===== src/rtl/key_guard_pkg.sv =====
package key_guard_pkg;
  typedef enum logic [1:0] {
    KS_LOCKED = 2'd0,
    KS_HALF   = 2'd1,
    KS_OPEN   = 2'd2,
    KS_FROZEN = 2'd3
  } key_state_e;

  localparam int unsigned NUM_CH = 2;
  localparam int unsigned CH_CTRL = 0;
  localparam int unsigned CH_OPT  = 1;
endpackage


===== src/rtl/kg_decode.sv =====
module kg_decode #(
  parameter int unsigned NCH    = 2,
  parameter int unsigned ADDR_W = 4,
  parameter logic [NCH-1:0][ADDR_W-1:0] KEY_ADDRS  = '0,
  parameter logic [NCH-1:0][ADDR_W-1:0] REG_ADDRS  = '0,
  parameter logic [NCH-1:0]             STALL_MASK = '0
) (
  input  logic              we_i,
  input  logic [ADDR_W-1:0] waddr_i,
  input  logic              busy_i,
  output logic [NCH-1:0]    key_hit_o,
  output logic [NCH-1:0]    reg_hit_o,
  output logic [NCH-1:0]    other_hit_o,
  output logic              stall_o
);
  logic [NCH-1:0] key_match, reg_match, stall_req;
  logic           accept;

  for (genvar i = 0; i < NCH; i++) begin : g_ch
    assign key_match[i] = (waddr_i == KEY_ADDRS[i]);
    assign reg_match[i] = (waddr_i == REG_ADDRS[i]);
    assign stall_req[i] = STALL_MASK[i] & reg_match[i];
  end

  assign stall_o = we_i & busy_i & (|stall_req);
  assign accept  = we_i & ~stall_o;

  for (genvar i = 0; i < NCH; i++) begin : g_hit
    assign key_hit_o[i]   = accept & key_match[i];
    assign reg_hit_o[i]   = accept & reg_match[i];
    assign other_hit_o[i] = accept & ~key_match[i] & ~reg_match[i];
  end
endmodule


===== src/rtl/kg_channel.sv =====
module kg_channel
  import key_guard_pkg::*;
#(
  parameter int unsigned       DATA_W   = 32,
  parameter logic [DATA_W-1:0] KEY_A    = '0,
  parameter logic [DATA_W-1:0] KEY_B    = '0,
  parameter int unsigned       LOCK_POS = 0
) (
  input  logic              clk_i,
  input  logic              rst_ni,
  input  logic              key_wr_i,
  input  logic              reg_wr_i,
  input  logic              other_wr_i,
  input  logic [DATA_W-1:0] wdata_i,
  output logic              locked_o,
  output logic              lockout_o,
  output logic              err_o,
  output logic              wr_en_o
);
  key_state_e st_q, st_d;

  always_comb begin
    st_d    = st_q;
    err_o   = 1'b0;
    wr_en_o = 1'b0;
    unique case (st_q)
      KS_LOCKED: begin
        if (key_wr_i) begin
          if (wdata_i == KEY_A) st_d = KS_HALF;
          else begin
            st_d  = KS_FROZEN;
            err_o = 1'b1;
          end
        end else if (reg_wr_i) begin
          err_o = 1'b1;
        end
      end
      KS_HALF: begin
        if (key_wr_i) begin
          if (wdata_i == KEY_B) st_d = KS_OPEN;
          else begin
            st_d  = KS_FROZEN;
            err_o = 1'b1;
          end
        end else if (reg_wr_i || other_wr_i) begin
          // sequence broken by an intervening write
          st_d  = KS_FROZEN;
          err_o = 1'b1;
        end
      end
      KS_OPEN: begin
        if (key_wr_i) begin
          st_d  = KS_FROZEN;
          err_o = 1'b1;
        end else if (reg_wr_i) begin
          wr_en_o = 1'b1;
          if (wdata_i[LOCK_POS]) st_d = KS_LOCKED;
        end
      end
      KS_FROZEN: begin
        if (key_wr_i || reg_wr_i) err_o = 1'b1;
      end
    endcase
  end

  always_ff @(posedge clk_i or negedge rst_ni) begin
    if (!rst_ni) st_q <= KS_LOCKED;
    else         st_q <= st_d;
  end

  assign locked_o  = (st_q != KS_OPEN);
  assign lockout_o = (st_q == KS_FROZEN);
endmodule


===== src/rtl/kg_err_reg.sv =====
module kg_err_reg #(
  parameter int unsigned NCH = 2
) (
  input  logic           clk_i,
  input  logic           rst_ni,
  input  logic [NCH-1:0] err_i,
  output logic           bus_err_o
);
  always_ff @(posedge clk_i or negedge rst_ni) begin
    if (!rst_ni) bus_err_o <= 1'b0;
    else         bus_err_o <= |err_i;
  end
endmodule


===== src/rtl/key_unlock_guard.sv =====
module key_unlock_guard
  import key_guard_pkg::*;
#(
  parameter int unsigned       DATA_W        = 32,
  parameter int unsigned       ADDR_W        = 4,
  parameter int unsigned       CTRL_KEY_ADDR = 0,
  parameter int unsigned       OPT_KEY_ADDR  = 1,
  parameter int unsigned       CTRL_REG_ADDR = 2,
  parameter int unsigned       OPT_REG_ADDR  = 3,
  parameter logic [DATA_W-1:0] CTRL_KEY1     = 32'h4567_0123,
  parameter logic [DATA_W-1:0] CTRL_KEY2     = 32'hCDEF_89AB,
  parameter logic [DATA_W-1:0] OPT_KEY1      = 32'h0819_2A3B,
  parameter logic [DATA_W-1:0] OPT_KEY2      = 32'h4C5D_6E7F,
  parameter int unsigned       CTRL_LOCK_POS = 31,
  parameter int unsigned       OPT_LOCK_POS  = 0
) (
  input  logic              clk_i,
  input  logic              rst_ni,
  input  logic              we_i,
  input  logic [ADDR_W-1:0] waddr_i,
  input  logic [DATA_W-1:0] wdata_i,
  input  logic              busy_i,
  output logic              stall_o,
  output logic              bus_err_o,
  output logic              ctrl_lock_o,
  output logic              opt_lock_o,
  output logic              ctrl_lockout_o,
  output logic              opt_lockout_o,
  output logic              ctrl_wr_en_o,
  output logic              opt_wr_en_o
);
  localparam int unsigned NCH = NUM_CH;
  localparam logic [NCH-1:0][ADDR_W-1:0] KEY_ADDR_TAB =
    {ADDR_W'(OPT_KEY_ADDR), ADDR_W'(CTRL_KEY_ADDR)};
  localparam logic [NCH-1:0][ADDR_W-1:0] REG_ADDR_TAB =
    {ADDR_W'(OPT_REG_ADDR), ADDR_W'(CTRL_REG_ADDR)};
  localparam logic [NCH-1:0][DATA_W-1:0] KEY_A_TAB = {OPT_KEY1, CTRL_KEY1};
  localparam logic [NCH-1:0][DATA_W-1:0] KEY_B_TAB = {OPT_KEY2, CTRL_KEY2};
  localparam int unsigned LOCK_POS_TAB [NCH] = '{CTRL_LOCK_POS, OPT_LOCK_POS};
  localparam logic [NCH-1:0] STALL_TAB = NCH'(1) << CH_CTRL;

  logic [NCH-1:0] key_hit, reg_hit, other_hit;
  logic [NCH-1:0] locked, lockout, err, wr_en;

  kg_decode #(
    .NCH       (NCH),
    .ADDR_W    (ADDR_W),
    .KEY_ADDRS (KEY_ADDR_TAB),
    .REG_ADDRS (REG_ADDR_TAB),
    .STALL_MASK(STALL_TAB)
  ) u_decode (
    .we_i       (we_i),
    .waddr_i    (waddr_i),
    .busy_i     (busy_i),
    .key_hit_o  (key_hit),
    .reg_hit_o  (reg_hit),
    .other_hit_o(other_hit),
    .stall_o    (stall_o)
  );

  for (genvar i = 0; i < NCH; i++) begin : g_chan
    kg_channel #(
      .DATA_W  (DATA_W),
      .KEY_A   (KEY_A_TAB[i]),
      .KEY_B   (KEY_B_TAB[i]),
      .LOCK_POS(LOCK_POS_TAB[i])
    ) u_chan (
      .clk_i     (clk_i),
      .rst_ni    (rst_ni),
      .key_wr_i  (key_hit[i]),
      .reg_wr_i  (reg_hit[i]),
      .other_wr_i(other_hit[i]),
      .wdata_i   (wdata_i),
      .locked_o  (locked[i]),
      .lockout_o (lockout[i]),
      .err_o     (err[i]),
      .wr_en_o   (wr_en[i])
    );
  end

  kg_err_reg #(.NCH(NCH)) u_err (
    .clk_i    (clk_i),
    .rst_ni   (rst_ni),
    .err_i    (err),
    .bus_err_o(bus_err_o)
  );

  assign ctrl_lock_o    = locked[CH_CTRL];
  assign opt_lock_o     = locked[CH_OPT];
  assign ctrl_lockout_o = lockout[CH_CTRL];
  assign opt_lockout_o  = lockout[CH_OPT];
  assign ctrl_wr_en_o   = wr_en[CH_CTRL];
  assign opt_wr_en_o    = wr_en[CH_OPT];
endmodule


===== config.mk =====
export PLATFORM = sky130hd
export DESIGN_NAME = key_unlock_guard
export DESIGN_NICKNAME = d
export VERILOG_FILES = /design/src/rtl/key_guard_pkg.sv /design/src/rtl/kg_decode.sv /design/src/rtl/kg_channel.sv /design/src/rtl/kg_err_reg.sv /design/src/rtl/key_unlock_guard.sv
export SDC_FILE = /design/constraint.sdc
export NUM_CORES = 1
export LEC_CHECK = 0
export ABC_AREA = 1
export CAP_MARGIN = 10
export CORE_MARGIN = 1.5
export CORE_UTILIZATION = 43
export DETAILED_ROUTE_END_ITERATION = 6
export PLACE_DENSITY = 0.83
export RECOVER_POWER = 100
export SLEW_MARGIN = 20
export SYNTH_ARGS = -nofsm -noshare
export SYNTH_HDL_FRONTEND = slang
export SYNTH_HIERARCHICAL = 1
export SYNTH_SLANG_ARGS = --single-unit

===== constraint.sdc =====
create_clock -name clk_i -period 1.5 [get_ports clk_i]
set_input_delay 0.3 -clock clk_i [delete_from_list [all_inputs] [get_ports clk_i]]
set_output_delay 0.3 -clock clk_i [all_outputs]
set_load 0.005 [all_outputs]

; Word-level counts from Yosys, hierarchy flattened
; Cells that the tools add are included.
[totals]
wordCells = 94
output_inout_bits = 8
in_bits = 40
ff_bits = 5
[op_classes]
bitwise = 16
n_reduce_logical = 12
mux = 40
eq_ne = 23
[ops]
columns = op, count
row1 = == test 32 x 31 -> 1 bit (second input constant), 2
row2 = == test 32 x 28 -> 1 bit (second input constant), 1
row3 = == test 32 bit (second input constant), 1
row4 = two-way mux 2 bit, 14
row5 = two-way mux 1 bit, 22
row6 = inequality test 3 x 1 -> 1 bit (second input constant), 4
row7 = case mux 2 bit (3 select lines), 2
row8 = bitwise AND 1 bit, 11
row9 = AND reduction 5 bit, 2
row10 = == test 2 bit (second input constant), 4
row11 = == test 4 x 2 -> 1 bit (second input constant), 2
row12 = case mux 1 bit (4 select lines), 2
row13 = inequality test 3 x 2 -> 1 bit (second input constant), 2
row14 = nonzero test 3 bit, 2
row15 = NOT 1 bit, 5
row16 = == test 2 x 1 -> 1 bit (second input constant), 2
row17 = == test 4 x 1 -> 1 bit (second input constant), 1
row18 = zero test 2 bit, 2
row19 = zero test 4 bit, 1
row20 = logical OR 1 bit, 4
row21 = inequality test 2 x 1 -> 1 bit (second input constant), 2
row22 = inequality test 2 bit (second input constant), 2
row23 = OR reduction 2 bit, 1

; Longest topological paths before layout
[logic_depth]
depth_word = 11
ltp_mapped = 14
ltp_nobuf = 14

; By module
; The synthesis kept the hierarchy.
[by_module_without_submodules]
columns = module, area_per_inst_um2, seq_area_each_um2, cells_each, n_inst
row1 = kg_channel at g_chan[1].u_chan, 509.2, 50.0, 97, 1
row2 = kg_channel at g_chan[0].u_chan, 478.0, 50.0, 97, 1
row3 = kg_decode, 108.9, 0.0, 22, 1
row4 = kg_err_reg, 36.3, 25.0, 4, 1

; Worst setup path after synthesis
; Ideal clock, no wire load.
[synth_timing]
kind = input-to-reg
startpoint = input port waddr_i[3]
endpoint = register u_err.bus_err_o
arrival_ps = 1264
path_slack_ps = 120
cell_stages = 14
path_cell_list = nor2_4 > nand4_1 > inv_1 > inv_2 > nor2_2 > nand2_1 > nor2_1 > nand3_1 > nand2_1 > nand2_1 > nand2_1 > nand2_1 > inv_1 > nand2_1
[synth_rtl]
columns = item, line
row1 = "start, declared", key_unlock_guard.sv:20  ; input logic [ADDR_W-1:0] waddr_i,
row2 = == test 4 x 2 -> 1 bit, kg_decode.sv:21  ; assign reg_match[i] = (waddr_i == REG_ADDRS[i]);
row3 = bitwise AND 1 bit, kg_decode.sv:25  ; assign stall_o = we_i & busy_i & (|stall_req);
row4 = NOT 1 bit, kg_decode.sv:26  ; assign accept = we_i & ~stall_o;
row5 = bitwise AND 1 bit, kg_decode.sv:26
row6 = bitwise AND 1 bit (*), kg_decode.sv:29  ; assign key_hit_o[i] = accept & key_match[i];
row7 = via key_hit[0], key_unlock_guard.sv:42  ; logic [NCH-1:0] key_hit, reg_hit, other_hit;
row8 = logical OR 1 bit, kg_channel.sv:61  ; if (key_wr_i || reg_wr_i) err_o = 1'b1;
row9 = two-way mux 1 bit, kg_channel.sv:61
row10 = case mux 1 bit (4 select lines) (*), kg_channel.sv:26  ; unique case (st_q)
row11 = via err[0], key_unlock_guard.sv:43  ; logic [NCH-1:0] locked, lockout, err, wr_en;
row12 = OR reduction 2 bit (*), kg_err_reg.sv:11  ; else bus_err_o <= |err_i;
row13 = "end signal, assigned", kg_err_reg.sv:11
row14 = "end, declared", kg_err_reg.sv:7  ; output logic bus_err_o
; The timed path passes the listed nets; every way through them passes the cells marked *.
; A chain may end at the register's enable or synchronous reset.

; Final worst setup path
[layout_timing]
startpoint = input port wdata_i[8]
endpoint = register u_err.bus_err_o
[layout_between]
elab_chain_len = 5
[layout_lines]
columns = item, line
row1 = "start, declared", key_unlock_guard.sv:21  ; input logic [DATA_W-1:0] wdata_i,
row2 = == test 32 bit or == test 32 x 31 -> 1 bit (tied branches), "kg_channel.sv:40, kg_channel.sv:29"
row3 = "two-way mux 1 bit, on equally long branches", "kg_channel.sv:40, kg_channel.sv:29"
row4 = "two-way mux 1 bit, on equally long branches", "kg_channel.sv:39, kg_channel.sv:28"
row5 = case mux 1 bit (4 select lines) (*), kg_channel.sv:26
row6 = via err[0], key_unlock_guard.sv:43
row7 = OR reduction 2 bit (*), kg_err_reg.sv:11
; Marked as above.

==> results_dict.tcl <==
set metrics [dict create \
    outcome "finished with violations" \
    violations "negative setup slack" \
    setup_ws_ps -88.39 \
    hpwl_um 2651 \
    pwr-share-clk_pct 29.1 \
    path_delay_family "simple AND/OR/NAND/NOR gates" \
    synthFlopType "dfrtp_1" \
    initial_core_util_pct 45.71 \
    die_y_um 54.32 \
    path_depth 12 \
    end_kind "flop" \
    cts-root-buf "clkbuf_4" \
    route.vias.total 1640 \
    setup_viol 2 \
    stdcell_area_mm2 0.001963 \
    synthCells 220 \
    yosysTopAreaCell "nand2_1" \
    p_seq_share_pct 24.9 \
    hold_viol 0 \
    synth.distinct_cells 22 \
    pre_cts_ws_ps -643.3 \
    cp-startpoint "wdata_i[8]" \
    globalRouteTotalUtil_pct 23.71 \
    synth_edf_count 0 \
    grt_max_degree 8 \
    max_stage_delay_ps 480 \
    critPathCapture "u_err/bus_err_o" \
    critPathKind "in -> reg" \
    dr.pass1.iters 4 \
    max_slew.worst_pin.slew_ps 235.2 \
    clk_latency_ps 240 \
    cts_buffers 3 \
    worstSetupStartpointType "input port" \
    power_frac_comb_pct 45.9 \
    r2r_slack_ps -60 \
    crit_fanout 2 \
    worstReg2RegStart "g_chan[0].u_chan/st_q[1]" \
    period_needed_ps 1588 \
    htree_levels 1 \
    reg2reg_depth 11 \
    worstPathRequired_ps 1630 \
    drcViolationCount 0 \
    drt_iter0_markers 85 \
    fin_util_pct 79.24 \
    n_fill_cell 179 \
    globalRoute.totalOverflow 0 \
    rsz0062_at_grt "yes" \
    n_antenna_cell 0 \
    syn-cell-area_mm2 0.001132 \
    num_io_pins 48 \
    fp-row-count 18 \
    synthTopCellsByCount "58 x nand2_1, 55 x nor2_1, 51 x inv_1" \
    worst-path-buf-inv 2 \
    yosys_warnings 6 \
    yosys.area_share.simple_pct 56.57 \
    cts_tree "built" \
    synthAdderAreaFrac_pct 8.840 \
    synth_top_family_by_area "simple AND/OR/NAND/NOR gates" \
    gp_congestion 0.9201 \
    hold_class "in -> async" \
    wl_um 3893 \
    slew_headroom_pct 84.27 \
    fmax_mhz 629.6 \
    arrival_ps 1720 \
    leakagePower_uw 0.001013 \
    ant_nets 0 \
    worst_clock_skew_ps 0.6002 \
    avgRoutedWirePerCell_um 11.76 \
    grt_pass1_vias 1400 \
    whs_ps 347.0 \
    regToRegEndpoint "u_err/bus_err_o" \
    clk_path_buf_depth 2 \
    yosys-top-cells-area "nand2_1 19%, nor2_1 18%, inv_1 17%" \
    synthesis.nets 268 \
    yosysSeqAreaShare_pct 11.05 \
    dieArea_mm2 0.002950 \
    placed_area_mm2 0.001809 \
    critPathMostFrequentCell "nand2_1" \
    pwr_density_cell_mw_per_mm2 279.1 \
    intPower_uw 378.3 \
    die_width_um 54.32 \
    grt_pass1_wl_um 5278 \
    via_per_inst 4.955 \
    synth_compound_area_share_pct 5.304 \
    nets 350 \
    maxSlewViolCount 0 \
    max-vdd-ir-drop_v 0.0004239 \
    syn_area_per_cell_um2 5.147 \
    crit_slowest_cell "clkdlybuf4s50_1" \
    cp_cell_sequence "clkdlybuf4s50_1 -> nand2_1 -> nor2_2 -> nand2_1 -> nor2_1 -> nand3_1 -> nand2_1 -> nand2_1 -> nand2_1 -> nand2_1 -> inv_1 -> nand2_1" \
    async_flop_share_pct 100.0 \
    p_sw_uw 169.6 \
    synth-seq-cells 5 \
    area_growth_pct 73.37 \
    yosysTopAreaCellShare_pct 19.23 \
    clock_sinks 5 \
    fin_tns_setup_ps -103.9 \
    synthXorXnorAreaFrac_pct 0 \
    synthMuxAreaShare_pct 0 \
    antenna_found_initial 0 \
    port_buffers 47 \
    core_mm2 0.002477 \
    drv_cap 0 \
    synth.most_common_cell "nand2_1" \
    clk_pin_slew_ps 40 \
    finalCritPeriodShare_pct 105.9 \
    drive_gt1_share_pct 27.57 \
    sw_frac_of_total_pct 30.95 \
]
## power groups by stage
stage / combinational (uW) / sequential (uW) / clock [uW]
floorplan: 72.7 / 139 / 0
global placement: 228 / 139 / 0
detailed placement: 231 / 139 / 0
CTS: 240 / 137 / 166
global route: 274 / 137 / 174
finish: 252 / 137 / 160
## flip-flops by register name, indices dropped and copies added, names as in the netlist
register            cells
u_err/bus_err_o         1
g_chan.u_chan/st_q      4
## cells in the final DEF (no fill, tap or decap), types with 2 or more instances in the layout
cell type,Yosys,final
a21boi_2,1,2
a21oi_1,2,2
buf_2,0,3
buf_4,0,24
buf_6,1,8
clkbuf_1,0,3
clkbuf_2,0,5
clkbuf_4,0,3
clkdlybuf4s50_1,0,32
dfrtp_1,5,5
dlymetal6s2s_1,0,2
ha_1,8,3
ha_2,0,3
ha_4,0,2
inv_1,51,40
inv_2,1,10
inv_4,0,2
nand2_1,58,56
nand2_2,0,2
nand3_1,11,10
nand3_2,3,4
nand4_1,10,10
nor2_1,55,50
nor2_2,3,6
nor2_4,2,4
o21ai_2,1,3
o22ai_1,2,2
## timing repair
action | in CTS | in global routing
endpoints found under the setup margin | 12 | 10
setup buffers | 7 | 0
hold buffers | 0 | 0
resized for setup | 46 | 39
pin swaps | 7 | 13
## layer usage
layer | vias up | routed length (um) | global-route usage, %
met5 | - | 0 | 0
met4 | 0 | 46 | 7.083
met3 | 4 | 283 | 4.918
met2 | 71 | 1923 | 41.16
met1 | 733 | 1638 | 29.16
li1 | 832 | - | -
## cells by family (layout without fill, tap and decap cells)
kind of cell / count (synthesis) / count (layout)
compound gates: 9 / 9
fa+ha+maj: 8 / 8
buf+inv: 53 / 134
flops: 5 / 5
simple gates: 145 / 145
## final cells by class
cell class	instances	area, um2	share of cell area [%]
clock buffer	4	26.28	1.338
sequential	5	125.1	6.373
tap	30	37.54	1.912
timing repair buffer	78	683.2	34.80
inverter	52	200.2	10.20
multi-input combinational	162	890.9	45.38
## per-stage QoR
step,total power (uW),std cells
3_3_place_gp,366.7,320
5_1_grt,584.0,331
4_1_cts,542.6,331
6_report,547.9,331
2_1_floorplan,211.4,220
3_5_place_dp,369.9,320
## worst min path at each step
stage           start                  endpoint  slack (ps)  depth (start not counted)
3_3_place_gp   rst_ni  g_chan[0].u_chan/st_q[1]         530                          1
2_1_floorplan  rst_ni  g_chan[0].u_chan/st_q[0]           4                          0
5_1_grt        rst_ni  g_chan[0].u_chan/st_q[1]         360                          1
4_1_cts        rst_ni  g_chan[0].u_chan/st_q[1]         270                          1
6_report       rst_ni  g_chan[0].u_chan/st_q[0]         350                          1
3_5_place_dp   rst_ni  g_chan[0].u_chan/st_q[1]         540                          1
No activity file was read; power rests on OpenSTA's default activity.
